### config.mk
export PLATFORM = sky130hd
export DESIGN_NAME = decim_chain
export DESIGN_NICKNAME = d
export VERILOG_FILES = /design/src/rtl/decim_pkg.sv /design/src/rtl/decim_cic.sv /design/src/rtl/decim_halfband.sv /design/src/rtl/decim_chain.sv
export SDC_FILE = /design/constraint.sdc
export NUM_CORES = 2
export LEC_CHECK = 0
export ABC_AREA = 1
export BUFFER_PORTS_ARGS = -buffer_cell sky130_fd_sc_hd__buf_2
export CORE_ASPECT_RATIO = 0.9
export CORE_UTILIZATION = 35
export CTS_CLUSTER_SIZE = 8
export DETAILED_ROUTE_END_ITERATION = 16
export PLACE_DENSITY = 0.5
export SLEW_MARGIN = 0
export SYNTH_ARGS = -nofsm -noshare
export SYNTH_HDL_FRONTEND = slang
export SYNTH_SLANG_ARGS = --single-unit
### constraint.sdc
create_clock -name clk -period 11.7 [get_ports clk]
set_clock_uncertainty 0.2 [all_clocks]
set_input_delay 1.755 -clock clk [delete_from_list [all_inputs] [get_ports clk]]
set_output_delay 1.755 -clock clk [all_outputs]
set_load 0.005 [all_outputs]
### src/rtl/decim_pkg.sv
package decim_pkg;
  localparam int NCH = 2;
  localparam int HB_TAPS = 7;
  localparam int HB_SHIFT = 5;
  localparam int HB_GROW = 6;
  localparam int HB_COEF [HB_TAPS] = '{-1, 0, 9, 16, 9, 0, -1};
endpackage

### src/rtl/decim_cic.sv
module decim_cic
  import decim_pkg::*;
#(
  parameter int IN_W  = 4,
  parameter int ORDER = 4,
  parameter int RATIO = 8,
  localparam int W    = IN_W + ORDER * $clog2(RATIO),
  localparam int CW   = $clog2(RATIO)
) (
  input  logic                clk,
  input  logic                rst_n,
  input  logic                in_valid,
  input  logic                in_ch,
  input  logic signed [IN_W-1:0] in_data,
  output logic                out_valid,
  output logic                out_ch,
  output logic signed [W-1:0] out_data
);

  logic signed [W-1:0] integ [NCH][ORDER];
  logic signed [W-1:0] dly   [NCH][ORDER];
  logic [CW-1:0]       phase [NCH];

  logic signed [W-1:0] integ_nxt [ORDER];
  logic signed [W-1:0] comb_val  [ORDER+1];
  logic                decim_fire;

  assign decim_fire = in_valid && (phase[in_ch] == CW'(RATIO - 1));

  always_comb begin
    integ_nxt[0] = integ[in_ch][0] + W'(in_data);
    for (int k = 1; k < ORDER; k++) integ_nxt[k] = integ[in_ch][k] + integ_nxt[k-1];
    comb_val[0] = integ_nxt[ORDER-1];
    for (int k = 0; k < ORDER; k++) comb_val[k+1] = comb_val[k] - dly[in_ch][k];
  end

  always_ff @(posedge clk) begin
    if (!rst_n) begin
      for (int c = 0; c < NCH; c++) begin
        phase[c] <= '0;
        for (int k = 0; k < ORDER; k++) begin
          integ[c][k] <= '0;
          dly[c][k]   <= '0;
        end
      end
      out_valid <= 1'b0;
      out_ch    <= 1'b0;
      out_data  <= '0;
    end else begin
      out_valid <= decim_fire;
      if (in_valid) begin
        phase[in_ch] <= phase[in_ch] + 1'b1;
        for (int k = 0; k < ORDER; k++) integ[in_ch][k] <= integ_nxt[k];
      end
      if (decim_fire) begin
        for (int k = 0; k < ORDER; k++) dly[in_ch][k] <= comb_val[k];
        out_ch   <= in_ch;
        out_data <= comb_val[ORDER];
      end
    end
  end

  AST_CIC_FROM_INPUT: assert property (@(posedge clk) disable iff (!rst_n)
    out_valid |-> $past(in_valid));

endmodule

### src/rtl/decim_halfband.sv
module decim_halfband
  import decim_pkg::*;
#(
  parameter int W = 17,
  localparam int SW = W + HB_GROW
) (
  input  logic                clk,
  input  logic                rst_n,
  input  logic                in_valid,
  input  logic                in_ch,
  input  logic signed [W-1:0] in_data,
  output logic                out_valid,
  output logic                out_ch,
  output logic signed [W-1:0] out_data
);

  logic signed [W-1:0] line  [NCH][HB_TAPS-1];
  logic                phase [NCH];
  logic signed [W-1:0] win   [HB_TAPS];
  logic signed [SW-1:0] mac_out;
  logic signed [SW-1:0] rounded;
  logic                hb_fire;

  function automatic logic signed [SW-1:0] hb_mac(input logic signed [W-1:0] w [HB_TAPS]);
    logic signed [SW-1:0] acc;
    acc = '0;
    for (int k = 0; k < HB_TAPS; k++)
      if (HB_COEF[k] != 0) acc = acc + SW'(w[k] * HB_COEF[k]);
    return acc;
  endfunction

  function automatic logic signed [SW-1:0] round_shift(input logic signed [SW-1:0] v);
    logic signed [SW-1:0] half;
    half = SW'(1 <<< (HB_SHIFT - 1));
    return (v + half) >>> HB_SHIFT;
  endfunction

  always_comb begin
    win[0] = in_data;
    for (int k = 1; k < HB_TAPS; k++) win[k] = line[in_ch][k-1];
  end

  assign hb_fire = in_valid && phase[in_ch];
  assign mac_out = hb_mac(win);
  assign rounded = round_shift(mac_out);

  always_ff @(posedge clk) begin
    if (!rst_n) begin
      for (int c = 0; c < NCH; c++) begin
        phase[c] <= 1'b0;
        for (int k = 0; k < HB_TAPS - 1; k++) line[c][k] <= '0;
      end
      out_valid <= 1'b0;
      out_ch    <= 1'b0;
      out_data  <= '0;
    end else begin
      out_valid <= hb_fire;
      if (in_valid) begin
        phase[in_ch] <= ~phase[in_ch];
        for (int k = 0; k < HB_TAPS - 1; k++) line[in_ch][k] <= win[k];
      end
      if (hb_fire) begin
        out_ch   <= in_ch;
        out_data <= rounded[W-1:0];
      end
    end
  end

  AST_HB_TAG_FOLLOWS: assert property (@(posedge clk) disable iff (!rst_n)
    out_valid |-> ($past(in_valid) && (out_ch == $past(in_ch))));

endmodule

### src/rtl/decim_chain.sv
module decim_chain
  import decim_pkg::*;
#(
  parameter int IN_W      = 4,
  parameter int OUT_W     = 24,
  parameter int CIC_ORDER = 4,
  parameter int CIC_RATIO = 8,
  parameter int NUM_HB    = 3
) (
  input  logic                    clk,
  input  logic                    rst_n,
  input  logic                    in_valid,
  input  logic                    in_ch,
  input  logic signed [IN_W-1:0]  in_data,
  output logic                    out_valid,
  output logic                    out_ch,
  output logic signed [OUT_W-1:0] out_data
);

  localparam int CIC_W = IN_W + CIC_ORDER * $clog2(CIC_RATIO);
  localparam int HB_W  = CIC_W + 1;
  localparam int ALIGN = OUT_W - CIC_W;
  localparam int TOTAL = CIC_RATIO * (2 ** NUM_HB);
  localparam int SLACK = NUM_HB + 1;
  localparam logic signed [HB_W-1:0] TOP_V = HB_W'((1 <<< (CIC_W - 1)) - 1);
  localparam logic signed [HB_W-1:0] BOT_V = -TOP_V - HB_W'(1);
  localparam logic signed [OUT_W-1:0] OUT_MAX = OUT_W'(TOP_V) <<< ALIGN;
  localparam logic signed [OUT_W-1:0] OUT_MIN = OUT_W'(BOT_V) <<< ALIGN;

  logic                    cic_valid;
  logic                    cic_ch;
  logic signed [CIC_W-1:0] cic_data;

  logic                   hv [NUM_HB+1];
  logic                   hc [NUM_HB+1];
  logic signed [HB_W-1:0] hd [NUM_HB+1];

  function automatic logic signed [OUT_W-1:0] sat_align(input logic signed [HB_W-1:0] v);
    logic signed [HB_W-1:0] c;
    if (v > TOP_V)      c = TOP_V;
    else if (v < BOT_V) c = BOT_V;
    else                c = v;
    return OUT_W'(c) <<< ALIGN;
  endfunction

  decim_cic #(.IN_W(IN_W), .ORDER(CIC_ORDER), .RATIO(CIC_RATIO)) u_cic (
    .clk(clk), .rst_n(rst_n),
    .in_valid(in_valid), .in_ch(in_ch), .in_data(in_data),
    .out_valid(cic_valid), .out_ch(cic_ch), .out_data(cic_data)
  );

  assign hv[0] = cic_valid;
  assign hc[0] = cic_ch;
  assign hd[0] = HB_W'(cic_data);

  for (genvar s = 0; s < NUM_HB; s++) begin : g_hb
    decim_halfband #(.W(HB_W)) u_hb (
      .clk(clk), .rst_n(rst_n),
      .in_valid(hv[s]), .in_ch(hc[s]), .in_data(hd[s]),
      .out_valid(hv[s+1]), .out_ch(hc[s+1]), .out_data(hd[s+1])
    );
  end

  always_ff @(posedge clk) begin
    if (!rst_n) begin
      out_valid <= 1'b0;
      out_ch    <= 1'b0;
      out_data  <= '0;
    end else begin
      out_valid <= hv[NUM_HB];
      if (hv[NUM_HB]) begin
        out_ch   <= hc[NUM_HB];
        out_data <= sat_align(hd[NUM_HB]);
      end
    end
  end

  // Checker state: samples accepted and results issued per channel
  logic [15:0] in_cnt  [NCH];
  logic [15:0] out_cnt [NCH];
  logic [15:0] rate_gap;

  always_ff @(posedge clk) begin
    if (!rst_n) begin
      for (int c = 0; c < NCH; c++) begin
        in_cnt[c]  <= '0;
        out_cnt[c] <= '0;
      end
    end else begin
      if (in_valid)  in_cnt[in_ch]   <= in_cnt[in_ch] + 16'd1;
      if (out_valid) out_cnt[out_ch] <= out_cnt[out_ch] + 16'd1;
    end
  end

  assign rate_gap = in_cnt[out_ch] - ((out_cnt[out_ch] + 16'd1) * 16'(TOTAL));

  AST_RATE_PER_GROUP: assert property (@(posedge clk) disable iff (!rst_n)
    out_valid |-> (rate_gap <= 16'(SLACK)));

  AST_SAT_CEIL: assert property (@(posedge clk) disable iff (!rst_n)
    (hv[NUM_HB] && (hd[NUM_HB] > TOP_V)) |=> (out_data == OUT_MAX));

  AST_SAT_FLOOR: assert property (@(posedge clk) disable iff (!rst_n)
    (hv[NUM_HB] && (hd[NUM_HB] < BOT_V)) |=> (out_data == OUT_MIN));

endmodule

# After elaboration in Yosys (flattened, before gate mapping)
# Memory sizes are Yosys's and may differ from the RTL's. A register that Yosys moved wholly into a read port is not among the register bits.
# Cells that the tools add are included.
[totals] mem_count=9 word_cells=136 inputBits=8 out_inout_bits=26 ramBits=880 regBits=93
[mem_list] name="g_hb[0].u_hb.line" words=2 word_bits=102 read_ports=1 rd_clocked_by_memory_dff=1 write_ports=2 line="decim_halfband.sv:17" rtl="logic signed [W-1:0] line [NCH][HB_TAPS-1];"
[mem_list] name="g_hb[1].u_hb.line" words=2 word_bits=102 read_ports=1 rd_clocked_by_memory_dff=1 write_ports=2 line="decim_halfband.sv:17"
[mem_list] name="g_hb[2].u_hb.line" words=2 word_bits=102 read_ports=1 rd_clocked_by_memory_dff=1 write_ports=2 line="decim_halfband.sv:17"
[mem_list] name="u_cic.dly" words=2 word_bits=64 read_ports=1 rd_clocked_by_memory_dff=0 write_ports=2 line="decim_cic.sv:21" rtl="logic signed [W-1:0] dly [NCH][ORDER];"
[mem_list] name="u_cic.integ" words=2 word_bits=64 read_ports=1 rd_clocked_by_memory_dff=0 write_ports=2 line="decim_cic.sv:20" rtl="logic signed [W-1:0] integ [NCH][ORDER];"
[mem_list] name="u_cic.phase" words=2 word_bits=3 read_ports=1 rd_clocked_by_memory_dff=0 write_ports=2 line="decim_cic.sv:22" rtl="logic [CW-1:0] phase [NCH];"
[mem_list] name="+3 memories"
[classes] order_cmp=2 n_mux=57 addsub=30 bitwise=3 n_mul=6 eq_ne=1 reduce_logical=13
[ops] cell="102-bit two-way mux" n=3
[ops] cell="102-bit OR reduction" n=3
[ops] cell="22-bit adder" n=9
[ops] cell="17-bit by 5-bit multiplier with 22-bit output, second input constant" n=6
[ops] cell="64-bit two-way mux" n=2
[ops] cell="64-bit OR reduction" n=2
[ops] cell="17-bit negation with 22-bit output" n=5
[ops] cell="22-bit by 21-bit adder with 22-bit output" n=3
[ops] cell="22-bit by 6-bit adder with 22-bit output, second input constant" n=3
[ops] cell="16-bit subtractor" n=4
[ops] cell="1-bit two-way mux" n=49
[ops] cell="16-bit adder" n=3
[ops] cell="16-bit two-way mux" n=2
[ops] cell="16-bit negation with 22-bit output" n=1
[ops] cell="17-bit by 16-bit greater-than comparator with 1-bit output, second input constant" n=1
[ops] cell="17-bit by 16-bit < comparator with 1-bit output, second input constant" n=1
[ops] cell="16-bit by 4-bit adder with 16-bit output" n=1
[ops] cell="1-bit logical AND" n=4
[ops] cell="3-bit by 1-bit adder with 3-bit output, second input constant" n=1
[ops] cell="3-bit equality test, second input constant" n=1
[ops] cell="3-bit two-way mux" n=1
[ops] cell="1-bit NOT" n=3
[ops] cell="1-bit OR reduction" n=3
[ops] cell="3-bit OR reduction" n=1

# Longest topological paths before layout
# An unclocked memory read counts as a cell.
[depth] depth_word=9 depth_mapped=63 ltp_nobuf=60

# Modules after synthesis
# A second synthesis with hierarchy kept.
[unflattened] cells_unflattened=6040 hier_area_um2=59346.9
[by_module_without_submodules] module="decim_cic" area_each_um2=17010.1 cells_each=1858 instances=1
[by_module_without_submodules] module="decim_halfband (g_hb[0].u_hb)" area_each_um2=13869.6 cells_each=1366 instances=1
[by_module_without_submodules] module="decim_halfband (g_hb[1].u_hb)" area_each_um2=13864.5 cells_each=1365 instances=1
[by_module_without_submodules] module="decim_halfband (g_hb[2].u_hb)" area_each_um2=13840.8 cells_each=1362 instances=1
[by_module_without_submodules] module="decim_chain" area_each_um2=762.0 cells_each=89 instances=1

# Worst setup path after synthesis
# Ideal clock, no wire load.
[synth_timing] path_kind="input port to flip-flop" startpoint="input port in_ch" endpoint="register u_cic.out_data[15]" arrival_ps=10597 setup_slack_ps=778 stages=59 path_buffers=4 required_time_ps=11375 setup_time_ps=125 path_cell_list="clkbuf_1 -> clkbuf_1 -> clkbuf_1 -> clkbuf_1 -> nand2_1 -> nand2_1 -> ha_1 -> fa_1 -> ha_1 -> nand3_1 -> nand2_1 -> xor2_1 -> inv_1 -> ha_1 -> inv_1 -> xor2_1 -> inv_1 -> ha_1 -> [23 not listed] -> nand2_1 -> nand2_1 -> inv_1 -> o21ai_0 -> nand2_1 -> xor2_1 -> inv_1 -> ha_1 -> nand2_1 -> inv_1 -> a21boi_1 -> nor2_1 -> o21ai_0 -> nand2_1 -> xor2_1 -> nand3b_1 -> nand2_1 -> a21oi_2"
[synth_via] elab_chain_cells=9 elab_cells_between_ends=13
[synth_rtl] element="from (decl)" line="decim_chain.sv:13" rtl="input logic in_ch,"
[synth_rtl] element="memory 2 x 64 bit"
[synth_rtl] element="16-bit by 4-bit adder with 16-bit output" line="decim_cic.sv:31" rtl="integ_nxt[0] = integ[in_ch][0] + W'(in_data);"
[synth_rtl] element="16-bit adder (3 in a row)" line="decim_cic.sv:32" rtl="for (int k = 1; k < ORDER; k++) integ_nxt[k] = integ[in_ch][k] + integ_nxt[k-1];"
[synth_rtl] element="16-bit subtractor (4 in a row)" line="decim_cic.sv:34" rtl="for (int k = 0; k < ORDER; k++) comb_val[k+1] = comb_val[k] - dly[in_ch][k];"
[synth_rtl] element="to (signal assigned)" line="decim_cic.sv:58" rtl="out_data <= comb_val[ORDER];"
[synth_rtl] element="to (decl)" line="decim_cic.sv:17" rtl="output logic signed [W-1:0] out_data"
# Several ways; a longest one is shown, not always the timed one.
# A chain may end at the register's enable or synchronous reset.

# Worst setup path after layout
# Ends and elaborated chain as after synthesis.

==> metrics.txt <==
Pins Over Slew Limit 0; FF-to-FF End u_cic.out_data[15]; Ys Warns 0; Max Cap Violations 0; ratio of cells with drive above 1 in the final layout 8.51%; number of synthesized flops with an enable pin 862; # DRC 0; Reg clk slew, reported paths 50 ps; Worst setup EP type register; via count of the first global-routing pass 37600; Worst Hold Class register to register; clock latency on the worst-skew pair 770 ps; initial antenna violation count 3; I/O Buffers 25; Tightest Pin Transition 1210 ps; Longest Clk Path Bufs 3; routability cong. 0.800; crit-path most repeated cell nand2_1; row count 140; Yosys reg bits 964; Required @ worst endpoint 12140 ps; die width 429 um; Syn Area/Cell 10.1 um^2; hold wc startpoint out_data[19]; gr usage total 16.6%; commonest cells after routing, fill and taps aside inv_1, nor2_1, edfxtp_1; routed vias/inst 4.70; R2R cell count 56; Max Clk Rate 95.7 MHz; Mapped Cells 5700; top_reg_cell synth edfxtp_1; first-pass GRT wire length 215000 um; Final setup viols 0; via count 37200; setup_tns 0 ps; reg2reg start u_cic.integ[0][48]; Clock Sinks 964; Iteration-0 DRC Markers 2082; CTS tree yes; CP Data Arrival Time 10900 ps; die area 0.166 mm^2; CP startpoint kind input pin; Max stage delay on crit path 440 ps; Post-Syn Area 0.0574 mm^2; Routed WL 135000 um; Detailed Place HPWL 88700 um; nets 6436; Slowest-stage cell, CP fa_1; Yosys cell types 55; initial core utilization 35.3%; WS Path Type input pin to register; Filler cells 15900; crit-path max FO 7; Worst Hold Path EP out_data[19]; Die Y-Extent 386 um; RSZ-0062 raised after global routing no; asr flop ratio synth 0%; core box area 0.162 mm^2; post-route antenna net violation count 0; commonest non-fill, non-tap cell in the layout inv_1; WL per Instance 17.0 um; post_cts resized 0; H-Tree Depth 4; Max-slew headroom 18.9%; sequential share of the synthesized area 48.7%; CTS Buf Count 140; Fin. Hold Viols 0; Overflow after GRT 0; Hold Crit Depth 2; Boundary Pins 34; Area Growth Syn to Fin 11.4%; R2R Setup Slk 2060 ps; drt first pass iters 6; Root Buffer clkbuf_16; status finished, final reports clean; Final Critical Period 10450 ps; postcts setup bufs 0; Final period util 89.3%; Post-CTS Hold Buffers 0; largest net degree at the start of global routing 79
## registers in the layout (all words and copies together) (netlist names), named ones only
signal and flops:
out_data 16, u_cic.dly 128, u_cic.integ 128, u_cic.phase 6, out_valid 1, u_cic.out_ch 1, out_ch 1, g_hb.u_hb.out_data 51
g_hb.u_hb.phase 6, u_cic.out_valid 1, u_cic.out_data 16, g_hb.u_hb.line 600, g_hb.u_hb.out_valid 3, g_hb.u_hb.out_ch 3
## cells in the mapped netlist (all sizes together) (6+ instances only)
cell type / number / area, um^2
a21o: 12 / 90.1
a21oi: 195 / 991
buf: 31 / 148
clkbuf: 185 / 694
dfxtp: 102 / 2040
edfxtp: 862 / 25900
fa: 258 / 5160
ha: 461 / 5770
inv: 1016 / 3810
mux2i: 99 / 991
nand2: 580 / 2230
nand3: 105 / 596
nand4: 6 / 37.5
nor2: 894 / 3360
nor3: 105 / 526
nor4: 76 / 475
o211ai: 24 / 180
o21ai: 290 / 1460
o21bai: 27 / 210
o22ai: 12 / 75.1
or2: 182 / 1140
xnor2: 29 / 262
xor2: 106 / 928
## how the worst max path moves through the flow
stage,start,to,depth (start not counted)
after floorplan,in_ch,u_cic.out_data[15],59
after global placement,in_ch,u_cic.out_data[15],58
after detailed placement,in_ch,u_cic.out_data[15],58
after CTS,in_ch,u_cic.out_data[15],58
after global routing,in_ch,u_cic.out_data[15],53
final,in_ch,u_cic.out_data[15],58
## cell type report
class / count / area (um^2) / area share (%)
multi-input combinational: 3509 / 24900 / 39.0
antenna: 1 / 2.50 / 0.00391
tap: 2130 / 2670 / 4.17
clock buffer: 213 / 3890 / 6.09
inverter: 1018 / 3820 / 5.98
sequential: 964 / 27900 / 43.7
clock inverter: 15 / 180 / 0.282
timing repair buffer: 76 / 517 / 0.808
## worst max-delay path: cells and delay by family
kind	cells	cell delay (ps)
compound gates	12	1720
xor+xnor	7	1590
fa+ha+maj	9	2990
buf+inv	12	860
simple gates	18	1940
## kinds of logic after synthesis
kind of cell	share of synthesized area (%)
other cells	0.00653
simple gates	14.7
buf+inv	8.13
mux	1.73
xor+xnor	2.07
fa+ha+maj	19.1
compound gates	5.66
flops	48.7
## routing by layer
layer	part of all wire, %	vias up	track usage, %
li1	-	18600	-
met1	50	18000	23.6
met2	44	429	26.1
met3	3.3	162	2.82
met4	2.1	2	4.37
met5	0.0096	-	0
## metrics by stage
| stage | cells | util [%] | instance area [um^2] | setup slack, ps | hold WS (ps) |
|---|---|---|---|---|---|
| 6_report | 7926 | 39.4 | 63900 | 1250 | 263 |
| 5_1_grt | 7926 | 39.4 | 63900 | 196 | 282 |
| 4_1_cts | 7925 | 39.4 | 63900 | 1240 | 261 |
| 3_5_place_dp | 7697 | 36.9 | 59900 | 439 | 253 |
| 3_3_place_gp | 7697 | 36.9 | 59900 | 521 | 255 |
| 2_1_floorplan | 5707 | - | 57400 | 778 | 238 |
Power is left out: the tool's default activity adds up to more than one toggle a clock period on the data nets, which glitch-free logic cannot reach.
